**config.mk**
```make
export PLATFORM = sky130hd
export DESIGN_NAME = clkser_tx
export DESIGN_NICKNAME = d
export VERILOG_FILES = /design/src/rtl/clkser_pkg.sv /design/src/rtl/clkser_cfg.sv /design/src/rtl/clkser_timer.sv /design/src/rtl/clkser_fsm.sv /design/src/rtl/clkser_tx.sv
export SDC_FILE = /design/constraint.sdc
export NUM_CORES = 1
export LEC_CHECK = 0
export ABC_AREA = 1
export BUFFER_PORTS_ARGS = -buffer_cell sky130_fd_sc_hd__buf_2
export CORE_MARGIN = 4
export CORE_UTILIZATION = 60
export DETAILED_ROUTE_END_ITERATION = 8
export PLACE_DENSITY = 0.77
export SLEW_MARGIN = 20
export SYNTH_ARGS = -nofsm -noshare
export SYNTH_HDL_FRONTEND = slang
export SYNTH_SLANG_ARGS = --single-unit
```
**constraint.sdc**
```tcl
create_clock -name clk -period 8.4 [get_ports clk]
set_input_delay 1.68 -clock clk [delete_from_list [all_inputs] [get_ports clk]]
set_output_delay 1.68 -clock clk [all_outputs]
set_load 0.01 [all_outputs]
```
**src/rtl/clkser_pkg.sv**
```systemverilog
package clkser_pkg;
    typedef enum logic [1:0] {
        ST_IDLE,
        ST_LOW,
        ST_HIGH,
        ST_GAP
    } tx_state_t;

    localparam int FRAME_BITS = 10;
endpackage

```
**src/rtl/clkser_cfg.sv**
```systemverilog
module clkser_cfg #(
    parameter int HW      = 8,
    parameter int GW      = 8,
    parameter int SW      = 3,
    parameter int STR_MAX = 4,
    parameter int CW      = 12
) (
    input  logic          clk,
    input  logic          rst_n,
    input  logic          accept,
    input  logic [HW-1:0] cfg_half,
    input  logic [SW-1:0] cfg_stretch,
    input  logic [GW-1:0] cfg_gap,
    output logic [CW-1:0] data_len,
    output logic [CW-1:0] edge_len,
    output logic [CW-1:0] gap_len
);
    localparam int LW  = HW + STR_MAX;
    localparam int SQW = $clog2(STR_MAX + 1);

    logic [HW-1:0]  half_q, half_n, half_in;
    logic [SQW-1:0] str_q, str_n, str_in;
    logic [GW-1:0]  gap_q, gap_n;
    logic [LW-1:0]  scaled [0:STR_MAX];

    always_comb begin
        half_in = (cfg_half == '0) ? HW'(1) : cfg_half;
        str_in  = (cfg_stretch > SW'(STR_MAX)) ? SQW'(STR_MAX) : SQW'(cfg_stretch);
        half_n  = accept ? half_in : half_q;
        str_n   = accept ? str_in  : str_q;
        gap_n   = accept ? cfg_gap : gap_q;
    end

    always_ff @(posedge clk) begin
        if (!rst_n) begin
            half_q <= HW'(1);
            str_q  <= '0;
            gap_q  <= '0;
        end else if (accept) begin
            half_q <= half_in;
            str_q  <= str_in;
            gap_q  <= cfg_gap;
        end
    end

    for (genvar k = 0; k <= STR_MAX; k++) begin : g_scale
        assign scaled[k] = LW'(half_n) << k;
    end

    assign data_len = CW'(scaled[0]);
    assign edge_len = CW'(scaled[str_n]);
    assign gap_len  = CW'(gap_n);

    // captured settings move only on acceptance
    a_r9_settings_frozen: assert property (@(posedge clk) disable iff (!rst_n)
        !accept |=> ($stable(half_q) && $stable(str_q) && $stable(gap_q)));
endmodule

```
**src/rtl/clkser_timer.sv**
```systemverilog
module clkser_timer #(
    parameter int CW = 12
) (
    input  logic          clk,
    input  logic          rst_n,
    input  logic          load,
    input  logic [CW-1:0] load_val,
    output logic          done
);
    logic [CW-1:0] cnt;

    always_ff @(posedge clk) begin
        if (!rst_n)
            cnt <= '0;
        else if (load)
            cnt <= load_val;
        else if (cnt != '0)
            cnt <= cnt - CW'(1);
    end

    assign done = (cnt == '0);

    // phase counter falls by one per cycle when not reloaded
    a_r3_count_down: assert property (@(posedge clk) disable iff (!rst_n)
        (!load && cnt != '0) |=> (cnt == $past(cnt) - CW'(1)));
endmodule

```
**src/rtl/clkser_fsm.sv**
```systemverilog
module clkser_fsm
    import clkser_pkg::*;
#(
    parameter int CW = 12
) (
    input  logic          clk,
    input  logic          rst_n,
    input  logic          in_valid,
    input  logic [7:0]    in_data,
    input  logic          test_ones,
    input  logic          done,
    input  logic [CW-1:0] data_len,
    input  logic [CW-1:0] edge_len,
    input  logic [CW-1:0] gap_len,
    output logic          accept,
    output logic          load,
    output logic [CW-1:0] load_val,
    output logic          in_ready,
    output logic          ser_clk,
    output logic          ser_data
);
    localparam int IW = $clog2(FRAME_BITS);
    localparam logic [IW-1:0] LAST = IW'(FRAME_BITS - 1);

    tx_state_t             state, nstate;
    logic [IW-1:0]         bit_idx;
    logic [FRAME_BITS-1:0] shreg;
    logic                  is_last;
    logic [CW-1:0]         cur_len, nxt_len;

    assign accept  = in_valid && (state == ST_IDLE);
    assign is_last = (bit_idx == LAST);
    assign cur_len = (bit_idx == '0 || is_last) ? edge_len : data_len;
    assign nxt_len = (bit_idx + IW'(1) == LAST) ? edge_len : data_len;

    always_comb begin
        nstate   = state;
        load     = 1'b0;
        load_val = '0;
        unique case (state)
            ST_IDLE: if (accept) begin
                nstate   = ST_LOW;
                load     = 1'b1;
                load_val = edge_len - CW'(1);
            end
            ST_LOW: if (done) begin
                nstate   = ST_HIGH;
                load     = 1'b1;
                load_val = cur_len - CW'(1);
            end
            ST_HIGH: if (done) begin
                if (!is_last) begin
                    nstate   = ST_LOW;
                    load     = 1'b1;
                    load_val = nxt_len - CW'(1);
                end else if (gap_len != '0) begin
                    nstate   = ST_GAP;
                    load     = 1'b1;
                    load_val = gap_len - CW'(1);
                end else begin
                    nstate = ST_IDLE;
                end
            end
            ST_GAP: if (done) nstate = ST_IDLE;
            default: nstate = ST_IDLE;
        endcase
    end

    always_ff @(posedge clk) begin
        if (!rst_n) begin
            state   <= ST_IDLE;
            bit_idx <= '0;
            shreg   <= '1;
        end else begin
            state <= nstate;
            if (accept) begin
                bit_idx <= '0;
                shreg   <= {1'b1, (test_ones ? 8'hFF : in_data), 1'b0};
            end else if (state == ST_HIGH && done && !is_last) begin
                bit_idx <= bit_idx + IW'(1);
                shreg   <= {1'b1, shreg[FRAME_BITS-1:1]};
            end
        end
    end

    always_comb begin
        in_ready = (state == ST_IDLE);
        ser_clk  = (state != ST_LOW);
        ser_data = (state == ST_LOW || state == ST_HIGH) ? shreg[0] : 1'b1;
    end

    // start bit drives both lines low right after acceptance
    a_r2_start_low: assert property (@(posedge clk) disable iff (!rst_n)
        accept |=> (!ser_clk && !ser_data));

    // data steady while the clock stays high
    a_r5_data_steady: assert property (@(posedge clk) disable iff (!rst_n)
        (ser_clk && $past(ser_clk)) |-> $stable(ser_data));

    // ready only with idle lines
    a_r7_ready_idle: assert property (@(posedge clk) disable iff (!rst_n)
        in_ready |-> (ser_clk && ser_data));

    // frame ends only after the stop bit
    a_r6_frame_end: assert property (@(posedge clk) disable iff (!rst_n)
        ($past(state) == ST_HIGH && state != ST_LOW && state != ST_HIGH) |-> ($past(bit_idx) == LAST));
endmodule

```
**src/rtl/clkser_tx.sv**
```systemverilog
module clkser_tx #(
    parameter int HW      = 8,
    parameter int GW      = 8,
    parameter int SW      = 3,
    parameter int STR_MAX = 4
) (
    input  logic          clk,
    input  logic          rst_n,
    input  logic          in_valid,
    input  logic [7:0]    in_data,
    output logic          in_ready,
    input  logic          test_ones,
    input  logic [HW-1:0] cfg_half,
    input  logic [SW-1:0] cfg_stretch,
    input  logic [GW-1:0] cfg_gap,
    output logic          ser_clk,
    output logic          ser_data
);
    localparam int LW = HW + STR_MAX;
    localparam int CW = (LW > GW) ? LW : GW;

    logic          accept, load, done;
    logic [CW-1:0] load_val, data_len, edge_len, gap_len;

    clkser_cfg #(.HW(HW), .GW(GW), .SW(SW), .STR_MAX(STR_MAX), .CW(CW)) u_cfg (
        .clk(clk), .rst_n(rst_n), .accept(accept),
        .cfg_half(cfg_half), .cfg_stretch(cfg_stretch), .cfg_gap(cfg_gap),
        .data_len(data_len), .edge_len(edge_len), .gap_len(gap_len)
    );

    clkser_timer #(.CW(CW)) u_timer (
        .clk(clk), .rst_n(rst_n), .load(load), .load_val(load_val), .done(done)
    );

    clkser_fsm #(.CW(CW)) u_fsm (
        .clk(clk), .rst_n(rst_n), .in_valid(in_valid), .in_data(in_data),
        .test_ones(test_ones), .done(done), .data_len(data_len),
        .edge_len(edge_len), .gap_len(gap_len), .accept(accept), .load(load),
        .load_val(load_val), .in_ready(in_ready), .ser_clk(ser_clk),
        .ser_data(ser_data)
    );
endmodule

```
==> run metrics <==
# DRC 0; unrepaired setup endpoints after global routing false; crit share post-route 0.500; Crit. End Element flip-flop; Synth area leader dfxtp_1; Mean Syn Cell Area 6.12 um2; top cells by area, synth dfxtp_1 21%, nand2_1 16%, nand3_1 9.6%, inv_1 7.1%, nor2_1 6.6%; syn nets 753; Final Worst Setup Slack 4200 ps; routed length per instance 15.7 um; DRT iter0 DRCs 467; first-pass GRT wire length 21300 um; via count 4727; minimum clock period after layout 4200 ps; gr ovfl total 0; CTS Buffer Depth 2; drt via density 5.74; Post-synth top cells 184 x nand2_1, 83 x nand3_1, 82 x inv_1, 76 x nor2_1, 46 x dfxtp_1; final setup fails 0; final hold vios 0; Routed WL 12900 um; die area 0.00862 mm2; nets 774; gpl congestion 1.02; Starting Density 0.625; CTS tree done; hpwl dp 10300 um; largest net degree at the start of global routing 33; Chip Width 92.8 um; origin of the critical flop-to-flop path u_fsm.state[0]$_SDFFE_PN0P_; Critical Path Source Type input port; hold_buf cts 0; # H-tree levels 2; CTS Buf Count 5; TNS Setup 0 ps; Post-synth ARST share 0; synth unique cells 48; die height 92.8 um; Worst-path clk slew 90 ps; filler cell count 651; Max Slew Vio Count 0; main flop type after synthesis dfxtp_1; ant diodes 0; Seq/Total Area, Yosys 0.213; Worst Tran Pin Value 919 ps; Overall Power 1.65 mW; Post-Place Cell Area 0.00449 mm2; Placed Instances 816; pwr/cell area 361 mW/mm2; post-route cell area 0.00458 mm2; FF-to-FF End u_timer.cnt[8]$_SDFFE_PN0P_; Static Leak 2.35 nW; DRT antenna net count 0; post-CTS setup buffers 0; number of synthesized register bits 46; first-pass detailed-route iteration total 5; Core Area 0.00691 mm2; Top-Level Pins 34; WP data required 8610 ps; Core Rows 30; Post-synth EDFFs 0; number of port buffers 33; maximum vdd drop 0.000223 V; Reg2Reg Depth 21; critical path class input port to flip-flop; top cell type's share of synthesized area 0.213; hold slack 487 ps; layout cells sized above 1 0.161; worst skew pair latency 300 ps; Max-slew headroom 0.387; status completed; Gates resized, CTS repair 0; pre-CTS WS 3950 ps; Finished Layout Cells 824; arrival time worst endpoint 4410 ps; FF-to-FF setup slack 4720 ps; FMAX 0.238 GHz; CTS Sinks 46; most common cell in the synthesized netlist nand2_1; CP startpoint in_valid; CP endpoint u_timer.cnt[8]$_SDFFE_PN0P_; Tot GR Track Use 0.310; Worst Hold Class flip-flop to flip-flop; vias in the first global route 4476; synthesized area 0.00432 mm2; initial antenna violation count 0; CTS root buffer clkbuf_8; Fin Clk Skew 4.84 ps; Ys Warns 0; Syn-to-layout area delta 5.94%; Crit Path Max Fanout 32; Mapped Cells 706; post-layout util 0.663; max cap viols 0
[worst min-delay path by stage]
stage,endpoint,cells past startpoint,slack [ps],startpoint
final,u_cfg.half_q[7]$_SDFF_PN0_,2,490,u_cfg.half_q[7]$_SDFF_PN0_
after global routing,u_timer.cnt[0]$_SDFFE_PN0P_,2,510,u_timer.cnt[0]$_SDFFE_PN0P_
after CTS,u_cfg.half_q[7]$_SDFF_PN0_,2,490,u_cfg.half_q[7]$_SDFF_PN0_
after detailed placement,u_fsm.shreg[4]$_SDFFE_PN1P_,2,470,u_fsm.shreg[4]$_SDFFE_PN1P_
after global placement,u_fsm.shreg[3]$_SDFFE_PN1P_,2,460,u_fsm.shreg[3]$_SDFFE_PN1P_
after floorplan,u_fsm.shreg[2]$_SDFFE_PN1P_,2,440,u_fsm.shreg[2]$_SDFFE_PN1P_
[sequential cells by signal, summed over array words and instances (netlist names)]
name / cells
u_cfg.half_q: 8
u_fsm.state: 2
u_fsm.shreg: 9
u_cfg.gap_q: 8
u_timer.cnt: 12
u_fsm.bit_idx: 4
u_cfg.str_q: 3
[final cells by class]
type	instances	area [um2]	area share
Timing Repair Buffer	33	165	0.0361
Tap cell	96	120	0.0263
Multi-Input combinational cell	548	2930	0.640
Clock buffer	5	68.8	0.0150
Sequential cell	46	921	0.201
Clock inverter	3	21.3	0.00465
Inverter	93	352	0.0768
[critical path, stage by stage]
cell and delay (ps):
buf_2 230, nand2_8 210, inv_2 420, nand2_1 170
nand2_4 170, nand2_2 100, nor2_2 220, inv_1 130
ha_1 210, inv_1 50, nor2_1 60, nand2_1 140
inv_1 50, nand2_1 110, a21oi_1 70, o21ai_0 80
nand2_1 70, nand3b_1 150, nand2_1 60, inv_1 40
[logic make-up after synthesis]
family,Yosys count,share of synthesized area
DFF,46,0.213
muxes,1,0.00232
and+or+nand+nor,438,0.479
AOI/OAI and AO/OA,74,0.112
xor gates and xnor gates,19,0.0385
adders and majority gates,16,0.0463
buffers and inverters,112,0.109
[cells in the final DEF, fill, tap and decap left out, drive strengths merged]
cell        n
xnor2       6
nand2     214
clkbuf      5
a21oi      16
dfxtp      46
o211ai      1
o22ai       3
nand3      94
inv        92
o221ai      7
o2111ai     1
a211oi      3
clkinvlp    1
o31ai       1
ha         16
nor4        2
or2         8
buf        33
clkinv      3
o211a       1
a221oi      1
nand4      14
and3        2
nor2       88
xor2       13
a31oi       5
nand3b      3
nor3       12
mux2i       1
and2        1
o21ai      35
[report_power, final]
group	internal [mW]	switching, mW	leakage, nW
registers	0.276	0.0309	0.379
logic	0.380	0.821	1.93
clock network	0.0587	0.0832	0.0441
[routing by layer]
layer | track usage | share of wire | vias to the layer above | wire length, um
li1 | - | - | 2327 | -
met1 | 0.406 | 0.43 | 2141 | 5550
met2 | 0.494 | 0.45 | 219 | 5790
met3 | 0.0715 | 0.091 | 40 | 1170
met4 | 0.114 | 0.031 | 0 | 404
met5 | 0 | 0 | - | 0
(Power assumes the default switching activity.)
